<file path="src/rtl/dmaChainPkg.sv">
package dmaChainPkg;

  typedef enum logic [2:0] {
    ST_IDLE, ST_FETCH, ST_FWAIT, ST_RD, ST_RWAIT, ST_WR, ST_GAP, ST_DONE
  } chanState_t;

  typedef enum logic [1:0] {SEL_DESC, SEL_SRC, SEL_DST} addrSel_t;

  // strobes from control to datapath
  typedef struct packed {
    logic     loadStart;
    logic     fetchLatch;
    logic     dataLatch;
    logic     beatStep;
    logic     followLink;
    logic     gapLoad;
    logic     gapTick;
    logic     memReq;
    logic     memWr;
    addrSel_t addrSel;
  } ctlStrobe_t;

  // status from datapath to control
  typedef struct packed {
    logic fetchLast;
    logic lastBeat;
    logic countZero;
    logic chainEnd;
    logic waitZero;
    logic gapDone;
  } dpFlags_t;

endpackage

</file>
<file path="src/rtl/dmaChainControl.sv">
module dmaChainControl
  import dmaChainPkg::*;
(
  input  logic       clk,
  input  logic       rstN,
  input  logic       startReq,
  input  logic       haltReq,
  input  logic       pauseOn,
  input  logic       memRdValid,
  input  dpFlags_t   flags,
  output ctlStrobe_t strb,
  output logic       busy,
  output logic       pkgEnd
);

  chanState_t state, nxt;

  always_ff @(posedge clk) begin
    if (!rstN) state <= ST_IDLE;
    else       state <= nxt;
  end

  always_comb begin
    nxt    = state;
    strb   = '0;
    pkgEnd = 1'b0;
    case (state)
      ST_IDLE: begin
        if (startReq) begin
          strb.loadStart = 1'b1;
          nxt = ST_FETCH;
        end
      end
      ST_FETCH: begin
        strb.memReq  = 1'b1;
        strb.addrSel = SEL_DESC;
        nxt = ST_FWAIT;
      end
      ST_FWAIT: begin
        if (memRdValid) begin
          strb.fetchLatch = 1'b1;
          if (!flags.fetchLast)      nxt = ST_FETCH;
          else if (flags.countZero)  nxt = ST_DONE;
          else                       nxt = ST_RD;
        end
      end
      ST_RD: begin
        if (!pauseOn) begin
          strb.memReq  = 1'b1;
          strb.addrSel = SEL_SRC;
          nxt = ST_RWAIT;
        end
      end
      ST_RWAIT: begin
        if (memRdValid) begin
          strb.dataLatch = 1'b1;
          nxt = ST_WR;
        end
      end
      ST_WR: begin
        strb.memReq   = 1'b1;
        strb.memWr    = 1'b1;
        strb.addrSel  = SEL_DST;
        strb.beatStep = 1'b1;
        if (flags.lastBeat)     nxt = ST_DONE;
        else if (flags.waitZero) nxt = ST_RD;
        else begin
          strb.gapLoad = 1'b1;
          nxt = ST_GAP;
        end
      end
      ST_GAP: begin
        strb.gapTick = 1'b1;
        if (flags.gapDone) nxt = ST_RD;
      end
      ST_DONE: begin
        pkgEnd = 1'b1;
        if (flags.chainEnd) nxt = ST_IDLE;
        else begin
          strb.followLink = 1'b1;
          nxt = ST_FETCH;
        end
      end
      default: nxt = ST_IDLE;
    endcase
    if (haltReq) nxt = ST_IDLE;
  end

  assign busy = (state != ST_IDLE);

endmodule

</file>
<file path="src/rtl/dmaChainDatapath.sv">
module dmaChainDatapath
  import dmaChainPkg::*;
#(
  parameter int WORD_W     = 32,
  parameter int DATA_W     = 64,
  parameter int REG_AW     = 6,
  parameter int WAIT_W     = 8,
  parameter int DESC_WORDS = 6,
  parameter logic [WORD_W-1:0] END_MARK = 32'hFFFFF800
)(
  input  logic              clk,
  input  logic              rstN,
  input  logic              regWe,
  input  logic [REG_AW-1:0] regAddr,
  input  logic [WORD_W-1:0] regWdata,
  output logic [WORD_W-1:0] regRdata,
  input  logic              busy,
  input  ctlStrobe_t        strb,
  input  logic [DATA_W-1:0] memRdata,
  output logic [WORD_W-1:0] memAddr,
  output logic [1:0]        memSize,
  output logic [DATA_W-1:0] memWdata,
  output dpFlags_t          flags,
  output logic              pauseOn
);

  localparam int IDX_W   = $clog2(DESC_WORDS);
  localparam int WORD_SH = $clog2(WORD_W / 8);
  localparam int SIZE_LSB  = 9;
  localparam int SRC_FIXED = 5;
  localparam int DST_FIXED = 21;
  localparam logic [REG_AW-1:0] OFF_EN    = REG_AW'(8'h00);
  localparam logic [REG_AW-1:0] OFF_PAUSE = REG_AW'(8'h04);
  localparam logic [REG_AW-1:0] OFF_START = REG_AW'(8'h08);
  localparam logic [REG_AW-1:0] OFF_CFG   = REG_AW'(8'h0C);
  localparam logic [REG_AW-1:0] OFF_SRC   = REG_AW'(8'h10);
  localparam logic [REG_AW-1:0] OFF_DST   = REG_AW'(8'h14);
  localparam logic [REG_AW-1:0] OFF_LEFT  = REG_AW'(8'h18);
  localparam logic [REG_AW-1:0] OFF_PARA  = REG_AW'(8'h1C);

  logic [WORD_W-1:0] startAddr, descAddr, cfgWord, srcAddr, dstAddr;
  logic [WORD_W-1:0] bytesLeft, paraWord, linkWord;
  logic [IDX_W-1:0]  idx;
  logic [DATA_W-1:0] dataBuf;
  logic [WAIT_W-1:0] gapCnt;
  logic [1:0]        sizeCode;
  logic [WORD_W-1:0] elemBytes;
  logic [WORD_W-1:0] fetchWord;

  assign sizeCode  = cfgWord[SIZE_LSB+1:SIZE_LSB];
  assign elemBytes = WORD_W'(1) << sizeCode;
  assign fetchWord = memRdata[WORD_W-1:0];

  // software-written registers
  always_ff @(posedge clk) begin
    if (!rstN) begin
      startAddr <= '0;
      pauseOn   <= 1'b0;
    end else if (regWe) begin
      if (regAddr == OFF_PAUSE) pauseOn <= regWdata[0];
      if (regAddr == OFF_START) startAddr <= {regWdata[WORD_W-1:2], 2'b00};
    end
  end

  // descriptor state
  always_ff @(posedge clk) begin
    if (!rstN) begin
      descAddr  <= '0;
      cfgWord   <= '0;
      srcAddr   <= '0;
      dstAddr   <= '0;
      bytesLeft <= '0;
      paraWord  <= '0;
      linkWord  <= '0;
      idx       <= '0;
    end else begin
      if (strb.loadStart) begin
        descAddr <= startAddr;
        idx      <= '0;
      end
      if (strb.followLink) begin
        descAddr <= linkWord;
        idx      <= '0;
      end
      if (strb.fetchLatch) begin
        case (idx)
          IDX_W'(0): cfgWord   <= fetchWord;
          IDX_W'(1): srcAddr   <= fetchWord;
          IDX_W'(2): dstAddr   <= fetchWord;
          IDX_W'(3): bytesLeft <= fetchWord;
          IDX_W'(4): paraWord  <= fetchWord;
          IDX_W'(5): linkWord  <= fetchWord;
          default: ;
        endcase
        idx <= idx + 1'b1;
      end
      if (strb.beatStep) begin
        if (!cfgWord[SRC_FIXED]) srcAddr <= srcAddr + elemBytes;
        if (!cfgWord[DST_FIXED]) dstAddr <= dstAddr + elemBytes;
        bytesLeft <= (bytesLeft > elemBytes) ? bytesLeft - elemBytes : '0;
      end
    end
  end

  // beat data and inter-beat gap counter
  always_ff @(posedge clk) begin
    if (!rstN) begin
      dataBuf <= '0;
      gapCnt  <= '0;
    end else begin
      if (strb.dataLatch) dataBuf <= memRdata;
      if (strb.gapLoad)      gapCnt <= paraWord[WAIT_W-1:0];
      else if (strb.gapTick) gapCnt <= gapCnt - 1'b1;
    end
  end

  always_comb begin
    case (strb.addrSel)
      SEL_SRC: begin memAddr = srcAddr; memSize = sizeCode; end
      SEL_DST: begin memAddr = dstAddr; memSize = sizeCode; end
      default: begin
        memAddr = descAddr + (WORD_W'(idx) << WORD_SH);
        memSize = 2'(WORD_SH);
      end
    endcase
  end
  assign memWdata = dataBuf;

  assign flags.fetchLast = (idx == IDX_W'(DESC_WORDS - 1));
  assign flags.lastBeat  = (bytesLeft <= elemBytes);
  assign flags.countZero = (bytesLeft == '0);
  assign flags.chainEnd  = (linkWord == END_MARK);
  assign flags.waitZero  = (paraWord[WAIT_W-1:0] == '0);
  assign flags.gapDone   = (gapCnt == WAIT_W'(1));

  always_comb begin
    case (regAddr)
      OFF_EN:    regRdata = {{(WORD_W-1){1'b0}}, busy};
      OFF_PAUSE: regRdata = {{(WORD_W-1){1'b0}}, pauseOn};
      OFF_START: regRdata = startAddr;
      OFF_CFG:   regRdata = cfgWord;
      OFF_SRC:   regRdata = srcAddr;
      OFF_DST:   regRdata = dstAddr;
      OFF_LEFT:  regRdata = bytesLeft;
      OFF_PARA:  regRdata = paraWord;
      default:   regRdata = '0;
    endcase
  end

endmodule

</file>
<file path="src/rtl/dmaChainTop.sv">
module dmaChainTop
  import dmaChainPkg::*;
#(
  parameter int WORD_W = 32,
  parameter int DATA_W = 64,
  parameter int REG_AW = 6,
  parameter int WAIT_W = 8
)(
  input  logic              clk,
  input  logic              rstN,
  input  logic              regWe,
  input  logic [REG_AW-1:0] regAddr,
  input  logic [WORD_W-1:0] regWdata,
  output logic [WORD_W-1:0] regRdata,
  output logic              memReq,
  output logic              memWr,
  output logic [WORD_W-1:0] memAddr,
  output logic [1:0]        memSize,
  output logic [DATA_W-1:0] memWdata,
  input  logic [DATA_W-1:0] memRdata,
  input  logic              memRdValid,
  output logic              pkgEnd
);

  ctlStrobe_t strb;
  dpFlags_t   flags;
  logic       busy, pauseOn, enWrite, startReq, haltReq;

  assign enWrite  = regWe && (regAddr == '0);
  assign startReq = enWrite && regWdata[0];
  assign haltReq  = enWrite && !regWdata[0];

  dmaChainControl u_control (
    .clk(clk), .rstN(rstN), .startReq(startReq), .haltReq(haltReq),
    .pauseOn(pauseOn), .memRdValid(memRdValid), .flags(flags),
    .strb(strb), .busy(busy), .pkgEnd(pkgEnd)
  );

  dmaChainDatapath #(
    .WORD_W(WORD_W), .DATA_W(DATA_W), .REG_AW(REG_AW), .WAIT_W(WAIT_W)
  ) u_datapath (
    .clk(clk), .rstN(rstN), .regWe(regWe), .regAddr(regAddr),
    .regWdata(regWdata), .regRdata(regRdata), .busy(busy), .strb(strb),
    .memRdata(memRdata), .memAddr(memAddr), .memSize(memSize),
    .memWdata(memWdata), .flags(flags), .pauseOn(pauseOn)
  );

  assign memReq = strb.memReq;
  assign memWr  = strb.memWr;

endmodule

</file>
<file path="config.mk">
export PLATFORM = sky130hd
export DESIGN_NAME = dmaChainTop
export DESIGN_NICKNAME = d
export VERILOG_FILES = /design/src/rtl/dmaChainPkg.sv /design/src/rtl/dmaChainControl.sv /design/src/rtl/dmaChainDatapath.sv /design/src/rtl/dmaChainTop.sv
export SDC_FILE = /design/constraint.sdc
export NUM_CORES = 1
export LEC_CHECK = 0
export ABC_AREA = 1
export CAP_MARGIN = 20
export CORE_MARGIN = 10
export CORE_UTILIZATION = 29
export CTS_CLUSTER_DIAMETER = 50
export DETAILED_ROUTE_END_ITERATION = 10
export PLACE_DENSITY = 0.57
export SYNTH_ARGS = -nofsm -noshare
export SYNTH_HDL_FRONTEND = slang
export SYNTH_HIERARCHICAL = 1
export SYNTH_SLANG_ARGS = --single-unit
</file>
<file path="constraint.sdc">
create_clock -name clk -period 3.6 [get_ports clk]
set_clock_uncertainty 0.05 [all_clocks]
set_input_delay 1.08 -clock clk [delete_from_list [all_inputs] [get_ports clk]]
set_output_delay 1.08 -clock clk [all_outputs]
set_load 0.005 [all_outputs]
</file>
After elaboration in Yosys (flattened, before gate mapping)
Cells that the tools add are included.

word-level totals
  word-level logic and storage cells = 126
  input bits = 106
  output and inout bits = 133
  register bits after elaboration = 333

operators by class
  bitwise gates (word level) = 1
  shifts and indexed selects = 1
  add/sub/neg operators = 6
  order comparisons = 2
  eq/ne operators = 28
  reductions and logical operators = 25
  muxes and demuxes = 50

operator list
  cell                                                                   number
  32-bit two-way mux                                                     14
  32-bit one-hot mux with 8 select lines                                 1
  32-bit adder                                                           2
  32-bit one-hot mux with 2 select lines                                 1
  3-bit two-way mux                                                      12
  32-bit by 5-bit adder with 32-bit output                               1
  32-bit equality test, second input constant                            1
  32-bit > comparator                                                    1
  32-bit <= comparator                                                   1
  32-bit zero test                                                       1
  1-bit by 2-bit left shift with 32-bit output, first input constant     1
  32-bit subtractor                                                      1
  6-bit by 5-bit equality test with 1-bit output, second input constant  4
  3-bit one-hot mux with 8 select lines                                  1
  3-bit equality test, second input constant                             6
  1-bit two-way mux                                                      16
  8-bit two-way mux                                                      2
  3-bit by 2-bit equality test with 1-bit output, second input constant  4
  6-bit by 4-bit equality test with 1-bit output, second input constant  2
  2-bit AND reduction                                                    6
  2-bit != test, second input constant                                   5
  8-bit by 1-bit equality test with 1-bit output, second input constant  1
  8-bit zero test                                                        1
  2-bit nonzero test                                                     4
  other kinds (17)                                                       24

Depth between registers and ports, before layout
Gate-level depths: netlist (run 1).

  word-level depth = 8
  depth in mapped cells = 20
  depth with buffers taken out = 19

Modules after synthesis
Netlist (run 1), hierarchy kept.

by module, submodules not included
  module            instances  area each (µm²)  cells an instance
  dmaChainDatapath  1          18656.6          2820
  dmaChainControl   1          387.9            69
  dmaChainTop       1          52.6             14

Worst setup path after synthesis (run 1)
OpenSTA, ideal clock, no wires.

  kind = input port to output port
  start point = input regAddr[5]
  end point = output regRdata[14]
  data required time = 2470 ps
  slack = 426 ps
  buffers on the path = 1
  cell stages on the path = 6
  arrival = 2044 ps
  cell sequence = nor2_1 > nand3_2 > clkbuf_1 > o22ai_1 > nor2_1 > o221ai_1

between the ends
  word-level cells in the longest chain between the ends = 2

RTL lines
  element                                                                 RTL line                 text
  start: declaration                                                      dmaChainTop.sv:12        input logic [REG_AW-1:0] regAddr,
  6-bit by 5-bit equality test with 1-bit output (tied with other cells)  dmaChainDatapath.sv:137  case (regAddr)
  32-bit one-hot mux with 8 select lines *                                dmaChainDatapath.sv:137
  end: declaration                                                        dmaChainTop.sv:14        output logic [WORD_W-1:0] regRdata,

Every way passes the cells marked *; elsewhere a longest branch is shown, timed or not.

Worst setup path in the final report (run 1)
  start point = register u_datapath.descAddr[2]
  end point = output memAddr[22]

between the ends
  word-level cells in the longest chain between the ends = 2

RTL lines
  element                                   RTL line                 text
  start: declaration                        dmaChainDatapath.sv:41   logic [WORD_W-1:0] startAddr, descAddr, cfgWord, srcAddr, dstAddr;
  start signal: assignment                  dmaChainDatapath.sv:78   descAddr <= startAddr;
  start signal: assignment                  dmaChainDatapath.sv:82   descAddr <= linkWord;
  32-bit by 5-bit adder with 32-bit output  dmaChainDatapath.sv:122  memAddr = descAddr + (WORD_W'(idx) << WORD_SH);
  32-bit one-hot mux with 2 select lines    dmaChainDatapath.sv:118  case (strb.addrSel)
  end: declaration                          dmaChainTop.sv:17        output logic [WORD_W-1:0] memAddr,

Every way passes these cells.

==> out/metrics.cfg, run 1 <==
[grt]
grt_max_degree=120
grt.total_usage_pct=25.2
antenna_found_initial=3
grt_pass1_vias=20982
grt_pass1_wl_mm=146
overflow=0

[timing]
slew_headroom_pct=31.4
fin_crit_sh_pct=105
fin_ws_ns=-0.197
fmax_ghz=0.263
worst_slew_pin_slew_ns=1.03
fin_tns_setup_ns=-3.68
hold_violations=0
drv_slew=0
rsz0062_at_grt=true
period_needed_ns=3.80
setup_viol=47

[routing]
first_pass_iters=7
drtAntennaViolNets=0
wl_mm=103
via_per_inst=5.46
drc_errors=0
dr_total_vias=22861
first_iter_violations=2745
wl_per_cell_microns=24.5

[synth]
yosys_warnings=6
ys_types=51
synth_nets=3038
postSynthCellCount=2903
syn_avg_cell_area_sq_um=6.58
ys_ff_latch=333
seq_area_frac_synth_pct=34.9
syn_area_sq_um=19100

[finish]
fin_cells=4187
multiInputGateArea_sq_um=11900
layout-drive-gt1-share_pct=21.9
fillers=6675
seq_area_sq_um=6690
area_delta_synth_final_pct=44.8
fin_nets=3419

[die]
dieWidth_microns=277
coreArea_sq_um=65500
die_y_microns=277
dieArea_sq_um=76500
core.rowCount=94
start_util_pct=29.2
io_pins=239

[placement]
place_hpwl_mm=75.4
gp_congestion=1.01
dp.cells=4033
io_buffers=237

[worst_setup_path]
cp_max_fo=6
required_ns=2.47
r2r-start=u_datapath/cfgWord[10]$_SDFFE_PN0P_
cp-startpoint=u_datapath/descAddr[2]$_SDFFE_PN0P_
path_class=flop to output port
critPathLaunchType=flop
worstPathArrival_ns=2.67
crit_path_end_kind=output port

[cts]
cts-htree-levels=2
root_buffer=clkbuf_16
clockBufferDepth=3
clk_pin_slew_ns=0.06
cts_buffers=51
clk_latency_ns=0.64
cts_tree=done
cts.sinks=333

[power_and_ir_drop]
pwr_density_cell_nw_per_um2=471
cellLeakagePower_uw=0.0110
ir_drop_mv=0.342

[run_status]
status=finished, violations left
violations=negative setup slack

[run]
maxCapViolations=0

[worst_hold_path]
hold_start=u_datapath/cfgWord[22]$_SDFFE_PN0P_
hold_class=flop to flop

layout by cell type, fill, tap and decap left out, drive strengths merged, types with 4 or more instances in the layout:
master and count:
nor4 5, ha 25, clkdlybuf4s50 164, o21ai 336, buf 319, clkinvlp 6
nand3b 4, o22ai 67, nor3 47, o21bai 6, inv 409, a221oi 8
clkinv 12, nand3 188, a31oi 41, dfxtp 333, o211ai 19, xor2 30
a21oi 301, nand2 489, a22oi 8, clkbuf 67, or2 6, a211oi 4
o221ai 55, fa 4, xnor2 6, nand4 43, nor2 300
cells in the mapped netlist (all sizes together):
library cell / instances / area [sq um]
clkinv: 3 / 11.3
a22oi: 8 / 60.1
a31oi: 41 / 257
o31ai: 1 / 7.51
and3: 2 / 12.5
nor3b: 3 / 22.5
xor2: 30 / 263
nor2: 300 / 1200
o22ai: 67 / 419
nand4: 43 / 282
o21ai: 336 / 1680
a21oi: 301 / 1530
ha: 25 / 313
nor3: 47 / 303
o211ai: 19 / 143
or2: 6 / 37.5
nor4b: 1 / 8.76
o2111ai: 2 / 17.5
nand3b: 4 / 30.0
nor4: 5 / 31.3
dfxtp: 333 / 6670
nand3: 188 / 971
xnor2: 6 / 52.6
buf: 41 / 218
fa: 4 / 80.1
nand2: 489 / 1860
a221oi: 8 / 70.1
a211oi: 4 / 30.0
and2: 1 / 8.76
o221ai: 55 / 482
o21a: 3 / 22.5
inv: 398 / 1490
clkbuf: 122 / 462
o21bai: 6 / 45.0
a21boi: 1 / 7.51
critical path: stages (launching register included):
cell	delay [ns]
dfxtp_4	0.37
ha_4	0.14
inv_2	0.04
fa_2	0.33
inv_1	0.06
nand2_1	0.05
nand2_2	0.09
nand2_4	0.12
buf_6	0.15
nor3_4	0.16
xor2_2	0.22
o21a_1	0.19
buf_2	0.14
flip-flops by register name, summed over array words and instances, names as in the netlist:
register / cells
u_datapath/linkWord: 32
u_datapath/memWdata: 64
u_datapath/pauseOn: 1
u_datapath/idx: 3
u_datapath/startAddr: 30
u_datapath/bytesLeft: 32
u_datapath/paraWord: 32
u_control/state: 3
u_datapath/descAddr: 32
u_datapath/srcAddr: 32
u_datapath/dstAddr: 32
u_datapath/gapCnt: 8
u_datapath/cfgWord: 32
repair_timing:
action,4_1_cts,5_1_grt
gates resized for setup,558,182
pin swaps,92,81
buffers inserted,50,17
hold buffers,0,0
setup endpoints to repair,66,66
cloned,10,2
routing by layer:
metal | up-vias | part of all wire (%) | track usage, %
li1 | 10547 | - | -
met1 | 10727 | 40 | 32.4
met2 | 1303 | 42 | 36.8
met3 | 284 | 11 | 7.10
met4 | 0 | 6.7 | 15.2
met5 | - | 0 | 0
layout make-up:
cell class | count | share of cell area [%]
Antenna cell | 1 | 0.00905
Clock buffer | 62 | 4.91
Clock inverter | 29 | 1.18
Inverter | 401 | 5.55
Multi-Input combinational cell | 2006 | 43.0
Sequential cell | 333 | 24.2
Tap cell | 864 | 3.91
Timing Repair Buffer | 491 | 17.2
cell families after synthesis:
kind of cell,count (synthesis),synth area share (%)
fa+ha+maj,29,2.06
buf+inv,564,11.4
simple gates,1089,25.0
compound gates,852,25.0
xor+xnor,36,1.65
flops,333,34.9
path summary, 6_finish.rpt:
path                                                             to  slack, ns  cells past startpoint
worst max register to register    u_datapath/gapCnt[0]$_SDFFE_PN0P_       0.42                     17
worst min register to register  u_datapath/cfgWord[22]$_SDFFE_PN0P_       0.41                      2
worst min-delay path            u_datapath/cfgWord[22]$_SDFFE_PN0P_       0.41                      2
worst max-delay path                                    memAddr[22]      -0.20                     12
power breakdown:
part           leakage (uW)  switching, uW  internal, uW
Sequential          0.00269            270          3990
Clock              0.000811           2080          2950
Combinational       0.00744           2330          1400
metrics by stage:
step,setup slack [ns],total power [uW],utilization [%],instance area (sq um),hold slack (ns)
final,-0.197,13000,42.2,27600,0.409
after global routing,-0.241,13600,42.2,27600,0.429
after CTS,-0.191,12900,40.8,26700,0.405
after detailed placement,-0.877,7670,35.9,23500,0.393
after global placement,-0.869,7680,35.9,23500,0.391
after floorplan,0.426,6110,-,19100,0.374
(Power assumes the default switching activity.)
==> run 2: changes to the inputs <==
ABC_AREA = unset   (was 1)
PLACE_DENSITY = 0.58   (was 0.57)
==> run 2 against run 1 <==
  * The run still ends with negative setup slack left
  * Sequential share of layout area up 2.0 points
  * Area after synthesis down 7.9%
  * Routed wire length is 21% lower
  * Total power shrank 26%
  * Critical path depth is the same
  * Clock power increased by 4%
  * Core utilization rose by 0.24 points
  * Final cell count down 19%
  * Register-to-register slack got worse by 0.14 ns
  * Flip-flop and latch count unchanged
  * Synthesized cell count shrank 23%
  * Critical path type unchanged
  * Critical endpoint is now memAddr[18]
  * Largest cell class unchanged
  * Largest power group unchanged
  * Highest routed layer is now met5
==> out/metrics.cfg, run 2 <==
[synth]
yosys_warnings=6  ; unchanged
synth_common_cells=333 x dfxtp_1, 331 x nand2_1, 270 x nor2_1
synth-main-ff-cell=dfxtp_1
syn_avg_cell_area_sq_um=7.91  ; +20%
synth_edf_count=0  ; unchanged
postSynthCellCount=2223  ; -23%
synth_top_area_cell=dfxtp_1
synth_top_area_share_pct=37.9  ; +3.0 points
ys_top_cells_by_area=dfxtp_1 38%, mux2i_1 9.8%, nand2_1 7.1%, a21oi_1 6.9%, nor2_1 5.8%
synth_nets=2358  ; -22%
seq_area_frac_synth_pct=37.9  ; +3.0 points
synthArstFlopShare_pct=0  ; unchanged
synth.most_common_cell=dfxtp_1
ys_ff_latch=333  ; unchanged
syn_area_sq_um=17600  ; -7.9%
ys_types=79  ; +55%

[finish]
mostFrequentLayoutCell=nand2_1
fin_cells=3405  ; -19%
area_delta_synth_final_pct=45.4
largest_reg_flops=64  ; unchanged
utilization_pct=42.4  ; +0.24 points
mostFrequentLayoutCells=322 x nand2_1, 317 x dfxtp_1, 234 x nor2_1, 226 x a21oi_1, 169 x mux2i_1
layout-drive-gt1-share_pct=23.0  ; +1.2 points
num_antenna_cells=0  ; -1
fin_area_sq_um=25600  ; -7.5%
fin_nets=2717  ; -21%

[worst_setup_path]
cp-startpoint=u_datapath/descAddr[2]$_SDFFE_PN0P_
cp_max_fo=2  ; -4
required_ns=2.47  ; about the same
path_class=flop to output port
crit_path_end_kind=output port
crit_slowest_cell=dfxtp_4
worst_r2r_path_depth=13  ; -4
crit_path_cell_trace=ha_4 > inv_2 > fa_2 > nor2b_4 > buf_6 > o2111ai_4 > nor2_2 > buf_4 > nand3_2 > xor2_1 > a21oi_2 > buf_2
critical-path-max-stage-delay_ns=0.37  ; about the same
critPathLaunchType=flop
worstPathArrival_ns=2.77  ; +0.10 ns
r2r-start=u_datapath/cfgWord[9]$_SDFFE_PN0P_

[timing]
fin_ws_ns=-0.302  ; -0.105 ns
setup_viol=56  ; +19%
rsz0062_at_grt=true
worst_slew_pin_slew_ns=1.03  ; +0.00430 ns
fin_crit_sh_pct=108  ; +2.9 points
drv_slew=0  ; unchanged
holdWs_ns=0.404  ; -0.00471 ns
fmax_ghz=0.256  ; -2.7%
period_needed_ns=3.90  ; +0.105 ns
slew_headroom_pct=31.0  ; -0.43 points
hold_violations=0  ; unchanged

[run_status]
violations=negative setup slack
status=finished, violations left

[routing]
wl_per_cell_microns=23.9  ; -2.4%
drtAntennaViolNets=0  ; unchanged
dr_total_vias=19166  ; -16%
first_pass_iters=8  ; +1
first_iter_violations=1853  ; -32%
via_per_inst=5.63  ; +3.1%
wl_mm=81.4  ; -21%
drc_errors=0  ; unchanged

[placement]
place_ws_ns=-0.865  ; +0.0124 ns
io_buffers=237  ; unchanged
gp_congestion=0.938  ; -7.3%
place_hpwl_mm=55.1  ; -27%
dp.cells=3226  ; -20%
placed_area_sq_um=21700  ; -7.8%

[cts]
clk_latency_ns=0.61  ; -0.03 ns
cts_buffers=51  ; unchanged
clk_pin_slew_ns=0.06  ; about the same
cts.sinks=333  ; unchanged
cts_tree=done
cts-htree-levels=2  ; unchanged
clockBufferDepth=3  ; unchanged
root_buffer=clkbuf_16

[power_and_ir_drop]
cellLeakagePower_uw=0.00950  ; -13%
pwr_density_cell_nw_per_um2=375  ; -20%
ir_drop_mv=0.317  ; -7.4%

[grt]
overflow=0  ; unchanged
grt_max_degree=96  ; -20%
grt_pass1_wl_mm=119  ; -19%
grt_pass1_vias=18481  ; -12%
antenna_found_initial=1  ; -2
grt.total_usage_pct=21.7  ; -3.4 points

[die]
dieArea_sq_um=70900  ; -7.3%
dieWidth_microns=266  ; -3.7%
io_pins=239  ; unchanged
core.rowCount=90  ; -4.3%
die_y_microns=266  ; -3.7%
start_util_pct=29.2  ; +0.045 points
coreArea_sq_um=60200  ; -8.0%

[worst_hold_path]
hold_start=u_datapath/cfgWord[14]$_SDFFE_PN0P_
hold_class=flop to flop
hold_depth=2  ; unchanged

[run]
maxCapViolations=0  ; unchanged

==> run 2: cell count changes in the layout (fill, tap and decap cells not counted), moves of 29 or more <==
cell / change
nand3_1: -138
nand2_2: -39
inv_1: -343
o221ai_1: -29
a221oi_2: +46
mux2i_1: +169
nand2_1: -112
o21ai_0: -239
a21oi_1: -62
==> run 2: area by class of cell <==
type,instances,area (sq um)
Sequential cell,333,6700
Fill cell,5839,34700
Tap cell,782,978
Inverter,29,116
Clock inverter,35,427
Clock buffer,59,1370
Timing Repair Buffer,473,4650
Multi-Input combinational cell,1694,11300
==> run 2: path summary, 6_finish.rpt <==
check                                   endpoint  slack [ns]
min          u_datapath/cfgWord[14]$_SDFFE_PN0P_        0.40
max                                  memAddr[18]       -0.30
min reg2reg  u_datapath/cfgWord[14]$_SDFFE_PN0P_        0.40
max reg2reg    u_datapath/gapCnt[1]$_SDFFE_PN0P_        0.28
==> run 2: routing by layer <==
layer / global-route usage, % / vias to the layer above / routed length [microns]
li1: - / 8693 / -
met1: 27.9 / 9192 / 32900
met2: 34.3 / 1046 / 36600
met3: 5.25 / 233 / 8010
met4: 9.02 / 2 / 3770
met5: 0 / - / 13
==> run 2: critical path, delay by kind of cell (launching register included) <==
kind                       cells  cell delay, ns
DFF                            1            0.37
and+or+nand+nor                3            0.41
xor gates and xnor gates       1            0.16
buffers and inverters          4            0.42
adders and majority gates      2            0.50
AOI/OAI and AO/OA              2            0.28
==> run 2: where the power goes <==
group / leakage (uW) / internal (uW) / switching (uW)
Combinational: 0.00596 / 280 / 352
Clock: 0.000848 / 3190 / 2020
Sequential: 0.00269 / 3710 / 21.9
Total: 0.00950 / 7190 / 2390
==> run 2: cell families (layout without fill, tap and decap cells) <==
kind of cell | after synthesis | in the layout | share of synthesized area [%]
AO/OA/AOI/OAI | 567 | 567 | 20.3
AND/OR/NAND/NOR | 863 | 863 | 22.2
XOR/XNOR | 58 | 58 | 2.89
adder cells (fa/ha/maj) | 29 | 29 | 2.23
multiplexers | 177 | 177 | 10.1
flip-flops | 333 | 333 | 37.9
buffers and inverters | 196 | 596 | 4.32
==> run 2: timing repair <==
item | 4_1_cts | 5_1_grt
gates resized for setup | 512 | 108
gates cloned | 11 | 3
buffers inserted | 60 | 26
hold buffers | 0 | 0
pin swaps | 75 | 52
endpoints found under the setup margin | 67 | 65
==> run 2: through the flow <==
stage / total power (uW) / TNS (ns)
final: 9580 / -7.14
after global routing: 9850 / -10.91
after CTS: 9660 / -7.20
after detailed placement: 4390 / -25.87
after global placement: 4390 / -26.32
after floorplan: 4030 / 0
